--- config.mk ---
export PLATFORM = sky130hd
export DESIGN_NAME = ll_level_ctrl
export DESIGN_NICKNAME = d
export VERILOG_FILES = /design/src/rtl/ll_level_ctrl.sv
export SDC_FILE = /design/constraint.sdc
export NUM_CORES = 1
export LEC_CHECK = 0
export ABC_AREA = 1
export CAP_MARGIN = 20
export CELL_PAD_IN_SITES_DETAIL_PLACEMENT = 1
export CELL_PAD_IN_SITES_GLOBAL_PLACEMENT = 1
export CORE_MARGIN = 2
export CORE_UTILIZATION = 45
export DETAILED_ROUTE_END_ITERATION = 8
export MAX_ROUTING_LAYER = met4
export PLACE_DENSITY_LB_ADDON = 0.12
export SYNTH_ARGS = -nofsm -noshare
export SYNTH_HDL_FRONTEND = slang
export SYNTH_SLANG_ARGS = --single-unit
--- constraint.sdc ---
create_clock -name clk -period 9.2 [get_ports clk]
set_clock_uncertainty 0.15 [all_clocks]
set_input_delay 0.92 -clock clk [delete_from_list [all_inputs] [get_ports clk]]
set_output_delay 0.92 -clock clk [all_outputs]
set_load 0.01 [all_outputs]
--- src/rtl/ll_level_ctrl.sv ---
module ll_level_ctrl #(
  parameter int DW          = 11,
  parameter int L0_W        = 128,
  parameter int L1_W        = 64,
  parameter int LB_LINES    = 4,
  parameter int L0_LL_LINES = 12,
  parameter int L1_LL_LINES = 20,
  parameter int SWITCH_N    = 4096
) (
  input  logic                 clk,
  input  logic                 rst_n,
  input  logic                 coef_valid,
  input  logic [DW-1:0]        coef_data,
  input  logic                 rd_req,
  output logic                 active_lvl,
  output logic                 ll_wr_en,
  output logic [11:0]          ll_wr_addr,
  output logic [DW-1:0]        ll_wr_data,
  output logic                 ll_rd_en,
  output logic [11:0]          ll_rd_addr,
  output logic                 lb_en,
  output logic [9:0]           lb_addr,
  output logic                 overflow
);
  localparam int L0_DEPTH = L0_W * L0_LL_LINES;
  localparam int L1_DEPTH = L1_W * L1_LL_LINES;
  localparam int LL_AW    = 12;
  localparam int LB_AW    = 10;
  localparam int PW       = $clog2((L0_DEPTH > L1_DEPTH ? L0_DEPTH : L1_DEPTH) + 1);
  localparam int CW       = $clog2(L0_W > L1_W ? L0_W : L1_W);
  localparam int RW       = $clog2(LB_LINES);
  localparam int SW       = $clog2(SWITCH_N);

  logic [PW-1:0] wr_ptr [2];
  logic [PW-1:0] rd_ptr [2];
  logic [PW-1:0] fill   [2];
  logic [CW-1:0] col    [2];
  logic [RW-1:0] row    [2];
  logic [SW-1:0] sw_cnt;
  logic          lvl;

  logic [PW-1:0] depth;
  logic [CW-1:0] col_last;
  logic          full, empty, do_wr, do_rd;

  assign depth    = lvl ? PW'(L1_DEPTH) : PW'(L0_DEPTH);
  assign col_last = lvl ? CW'(L1_W - 1) : CW'(L0_W - 1);
  assign full     = fill[lvl] == depth;
  assign empty    = fill[lvl] == '0;
  assign do_wr    = coef_valid & ~full;
  assign do_rd    = rd_req & ~empty;

  assign active_lvl = lvl;
  assign ll_wr_en   = do_wr;
  assign ll_wr_data = coef_data;
  assign ll_rd_en   = do_rd;
  assign overflow   = coef_valid & full;
  assign lb_en      = coef_valid;

  assign ll_wr_addr = (lvl ? LL_AW'(L0_DEPTH) : '0) + LL_AW'(wr_ptr[lvl]);
  assign ll_rd_addr = (lvl ? LL_AW'(L0_DEPTH) : '0) + LL_AW'(rd_ptr[lvl]);
  assign lb_addr    = (lvl ? LB_AW'(LB_LINES * L0_W) : '0)
                    + LB_AW'(row[lvl]) * (lvl ? LB_AW'(L1_W) : LB_AW'(L0_W))
                    + LB_AW'(col[lvl]);

  always_ff @(posedge clk or negedge rst_n) begin
    if (!rst_n) begin
      for (int i = 0; i < 2; i++) begin
        wr_ptr[i] <= '0;
        rd_ptr[i] <= '0;
        fill[i]   <= '0;
        col[i]    <= '0;
        row[i]    <= '0;
      end
      sw_cnt <= '0;
      lvl    <= 1'b0;
    end else begin
      if (do_wr)
        wr_ptr[lvl] <= (wr_ptr[lvl] == depth - 1'b1) ? '0 : wr_ptr[lvl] + 1'b1;
      if (do_rd)
        rd_ptr[lvl] <= (rd_ptr[lvl] == depth - 1'b1) ? '0 : rd_ptr[lvl] + 1'b1;
      fill[lvl] <= fill[lvl] + PW'(do_wr) - PW'(do_rd);
      if (coef_valid) begin
        if (col[lvl] == col_last) begin
          col[lvl] <= '0;
          row[lvl] <= (row[lvl] == RW'(LB_LINES - 1)) ? '0 : row[lvl] + 1'b1;
        end else begin
          col[lvl] <= col[lvl] + 1'b1;
        end
        if (sw_cnt == SW'(SWITCH_N - 1)) begin
          sw_cnt <= '0;
          lvl    <= ~lvl;
        end else begin
          sw_cnt <= sw_cnt + 1'b1;
        end
      end
    end
  end

  a_r3_wr_in_region: assert property (@(posedge clk) disable iff (!rst_n)
    ll_wr_en |-> (active_lvl ? (ll_wr_addr >= LL_AW'(L0_DEPTH) &&
                                ll_wr_addr <  LL_AW'(L0_DEPTH + L1_DEPTH))
                             : (ll_wr_addr < LL_AW'(L0_DEPTH))));

  a_r4_no_overflow_write: assert property (@(posedge clk) disable iff (!rst_n)
    overflow |-> !ll_wr_en);

  a_r2_switch_needs_coef: assert property (@(posedge clk) disable iff (!rst_n)
    (active_lvl != $past(active_lvl)) |-> $past(coef_valid));

  a_r5_read_needs_req: assert property (@(posedge clk) disable iff (!rst_n)
    ll_rd_en |-> rd_req);

  a_r7_idle_holds: assert property (@(posedge clk) disable iff (!rst_n)
    (!coef_valid && !rd_req) |=> ($stable(ll_wr_addr) && $stable(ll_rd_addr) &&
                                  $stable(active_lvl)));

  a_r6_lb_in_region: assert property (@(posedge clk) disable iff (!rst_n)
    lb_en |-> (active_lvl ? (lb_addr >= LB_AW'(LB_LINES * L0_W) &&
                             lb_addr <  LB_AW'(LB_LINES * (L0_W + L1_W)))
                          : (lb_addr < LB_AW'(LB_LINES * L0_W))));
endmodule

==> run_results.csv <==
group,metric,value,unit
outcome,status,"completed",
cts,clock-root-buffer,"clkbuf_16",
drt,avgViaCountPerCell,5.189,
floorplan,die_h,119.0,um
cells_and_area,postLayoutCoreUtil,51.07,%
logic_synthesis,syn_inst,798,
floorplan,coreArea,13090,um^2
hold_path,whs_path_depth,2,
place,dp_cells,986,
logic_synthesis,yosysUniqueCellTypes,37,
global_routing,grt.overflow.total,0,
sta,finalCritPeriodShare,53.99,%
cells_and_area,drive_gt1_share,7.022,%
cts,cts_buffers,9,
sta,setup_tns,0,ns
drt,dr.pass1.iters,4,
cts,cts_setup_buffers,0,
place,portBuffers,42,
setup_path,r2r_cells,20,
sta,fin_crit,4.967,ns
drt,drt_wl_total,15730,um
floorplan,ios,65,
drt,ant_nets,0,
setup_path,reg2reg_slack,4.23,ns
setup_path,reg2reg_from,"active_lvl$_DFFE_PN0P_",
logic_synthesis,synth_area_per_cell,7.459,um^2
floorplan,fp.dieW,119.0,um
drt,via_count,5199,
sta,drv_slew,0,
place,hpwl,11310,um
logic_synthesis,syn-cell-area,5952,um^2
power,ir_worst_vdd,0.1082,mV
cts,cts.path.max_buffers,2,
hold_path,holdCritStartpoint,"fill[18]$_DFFE_PN0N_",
setup_path,critPathKind,"reg2reg",
global_routing,grt_max_degree,69,
setup_path,cp.required,9.26,ns
logic_synthesis,synth_top_area_cell,"dfrtp_1",
cts,clkSlewWorstSetupHoldPaths,0.06,ns
logic_synthesis,seq_area_frac_synth,40.78,%
drt,routedWlPerCell,15.70,um
cells_and_area,fin_cells,1002,
sta,finalHoldViolations,0,
sta,slew_headroom,40.01,%
global_routing,antenna_found_initial,0,
hold_path,hold_path_class,"reg2reg",
logic_synthesis,synth_warnings,0,
sta,fmax,201.3,MHz
floorplan,start_util,45.49,%
sta,rsz0062_at_grt,"no",
logic_synthesis,synth_xor_xnor_area_share,3.532,%
logic_synthesis,synth_area_leaders,"dfrtp_1 41%, nand2_1 18%, ha_1 5.3%",
sta,tightest_slew,0.8999,ns
logic_synthesis,synth_compound_area_share,9.039,%
logic_synthesis,synth.area.mux_share,0,%
logic_synthesis,post-synth-top-area-fraction,40.78,%
global_routing,grt_pass1_wl,27240,um
logic_synthesis,synthesis.nets,841,
setup_path,critPathLaunchType,"register",
cts,cts_tree,"built",
logic_synthesis,synth_fa_ha_area_share,6.264,%
cts,hold_buffers,0,
sta,hold_ws,0.3225,ns
cells_and_area,area_growth,12.28,%
logic_synthesis,synth_top_family_by_area,"simple AND/OR/NAND/NOR gates",
global_routing,grt_usage,24.38,%
setup_path,critPathMaxFanout,35,
cts,h-tree-depth,3,
flow_run,maxCapViolations,0,
setup_path,end_kind,"register",
power,p_leak,0.003337,uW
logic_synthesis,synth_simple_gate_area_share,30.86,%
cells_and_area,nets,864,
global_routing,grt_pass1_vias,5750,
floorplan,rows,42,
drt,route.detailed.drc,0,
power,cellPowerDensity,252.5,nW/um^2
setup_path,r2r_end,"fill[8]$_DFFE_PN0P_",
hold_path,whs_endpoint,"fill[18]$_DFFE_PN0N_",
floorplan,die-area,14160,um^2
cts,insertion_delay,0.36,ns
drt,first_iter_violations,227,
sta,finalSetupViolCount,0,
setup_path,crit_arrival,5.02,ns
cells_and_area,num_antenna_cells,0,
place,gp_congestion,0.8732,
logic_synthesis,ys_seq_elements,97,
cts,cts.sinks,97,
cts,cts.repair.resized,0,
[final cells by class]
class	instances	area, um^2
repair buffers	45	440.4
flip-flops and latches	97	2429
clock inverters	7	60.06
multi-input cells	576	2958
inverters	92	350.3
well taps	176	220.2
clock buffers	9	225.2
fillers	1661	6402
[kinds of logic (layout without fill, tap and decap cells)]
kind of cell	count (synthesis)	in the layout
adders and majority gates	28	28
DFF	97	97
and+or+nand+nor	422	422
xor gates and xnor gates	24	24
AOI/OAI and AO/OA	102	102
buffers and inverters	125	153
[worst max-delay path: stages, from the launching register on]
cell and delay, ns:
dfrtp_2 0.72, inv_2 0.35, buf_4 0.36, or2_2 0.31
o21ai_0 0.19, ha_1 0.28, and3_1 0.20, nand3_1 0.11
nand2_2 0.14, inv_1 0.07, ha_1 0.28, inv_1 0.06
ha_1 0.17, inv_1 0.07, fa_1 0.42, o21ai_0 0.40
nand3_1 0.21, nand2_1 0.10, nand2_1 0.07, nand3_1 0.06
o21ai_0 0.09
[cell usage in the layout, fill, tap and decap left out, types with 3 or more instances in the layout]
cell type        instances
nor2_1                  46
ha_1                    25
o21ai_1                 31
inv_1                   83
nor3_2                   3
o22ai_1                  6
nand4_1                 15
nand3b_1                 5
nor2_4                   6
clkdlybuf4s50_1         41
dfrtp_1                 96
a21oi_1                 13
clkbuf_16                9
clkinvlp_4               3
fa_1                     3
xnor2_1                  3
nand3_1                 40
or2_2                    8
o21ai_0                 46
nand2_1                278
buf_4                    4
inv_2                    7
xor2_1                  21
nor3_1                  10
[per-layer routing]
| metal | track usage (%) | vias up | part of all wire, % |
|---|---|---|---|
| li1 | - | 2569 | - |
| met1 | 27.69 | 2543 | 43 |
| met2 | 43.71 | 66 | 53 |
| met3 | 3.688 | 21 | 2.5 |
| met4 | 8.482 | 0 | 1.8 |
| met5 | - | - | 0 |
[cells in the mapped netlist]
cell type,count
a21oi_1,13
and2_4,1
and3_1,1
buf_2,5
buf_4,23
clkbuf_1,5
dfrtp_1,97
fa_1,3
ha_1,25
inv_1,83
inv_2,7
inv_4,2
nand2_1,278
nand2_2,2
nand3_1,40
nand3_2,2
nand3_4,1
nand3b_1,5
nand4_1,15
nor2_1,46
nor2_2,2
nor2_4,6
nor3_1,10
nor3_2,3
nor3b_1,1
o21a_1,1
o21ai_0,46
o21ai_1,31
o21ai_2,2
o21ba_2,1
o21bai_1,1
o22ai_1,6
o31ai_1,1
or2_0,1
or2_2,8
xnor2_1,3
xor2_1,21
[through the flow]
| step | setup slack, ns | power, uW | area [um^2] |
|---|---|---|---|
| after floorplan | 5.127 | 1086 | 5952 |
| after global placement | 4.554 | 1281 | 6397 |
| after detailed placement | 4.311 | 1317 | 6397 |
| after CTS | 4.200 | 1703 | 6683 |
| after global routing | 3.736 | 1835 | 6683 |
| final | 4.233 | 1688 | 6683 |
[worst max path at each step]
| stage | startpoint | to | slack, ns |
|---|---|---|---|
| floorplan | active_lvl$_DFFE_PN0P_ | fill[8]$_DFFE_PN0P_ | 5.13 |
| global placement | active_lvl$_DFFE_PN0P_ | fill[8]$_DFFE_PN0P_ | 4.55 |
| detailed placement | active_lvl$_DFFE_PN0P_ | fill[8]$_DFFE_PN0P_ | 4.31 |
| CTS | active_lvl$_DFFE_PN0P_ | fill[8]$_DFFE_PN0P_ | 4.20 |
| global route | active_lvl$_DFFE_PN0P_ | fill[8]$_DFFE_PN0P_ | 3.74 |
| finish | active_lvl$_DFFE_PN0P_ | fill[8]$_DFFE_PN0P_ | 4.23 |
[where the power goes]
part           total (uW)  internal [uW]  switching [uW]
sequential            546            505            41.0
combinational         773            279             494
clock                 368            188             180
total                1690            972             715
[state kept, by name, indices dropped and copies added (netlist names)]
register and cells:
fill 22, col 14, sw_cnt 12, rd_ptr 22
wr_ptr 22, active_lvl 1, row 4
Note: power is estimated with default switching activity, not from simulation.
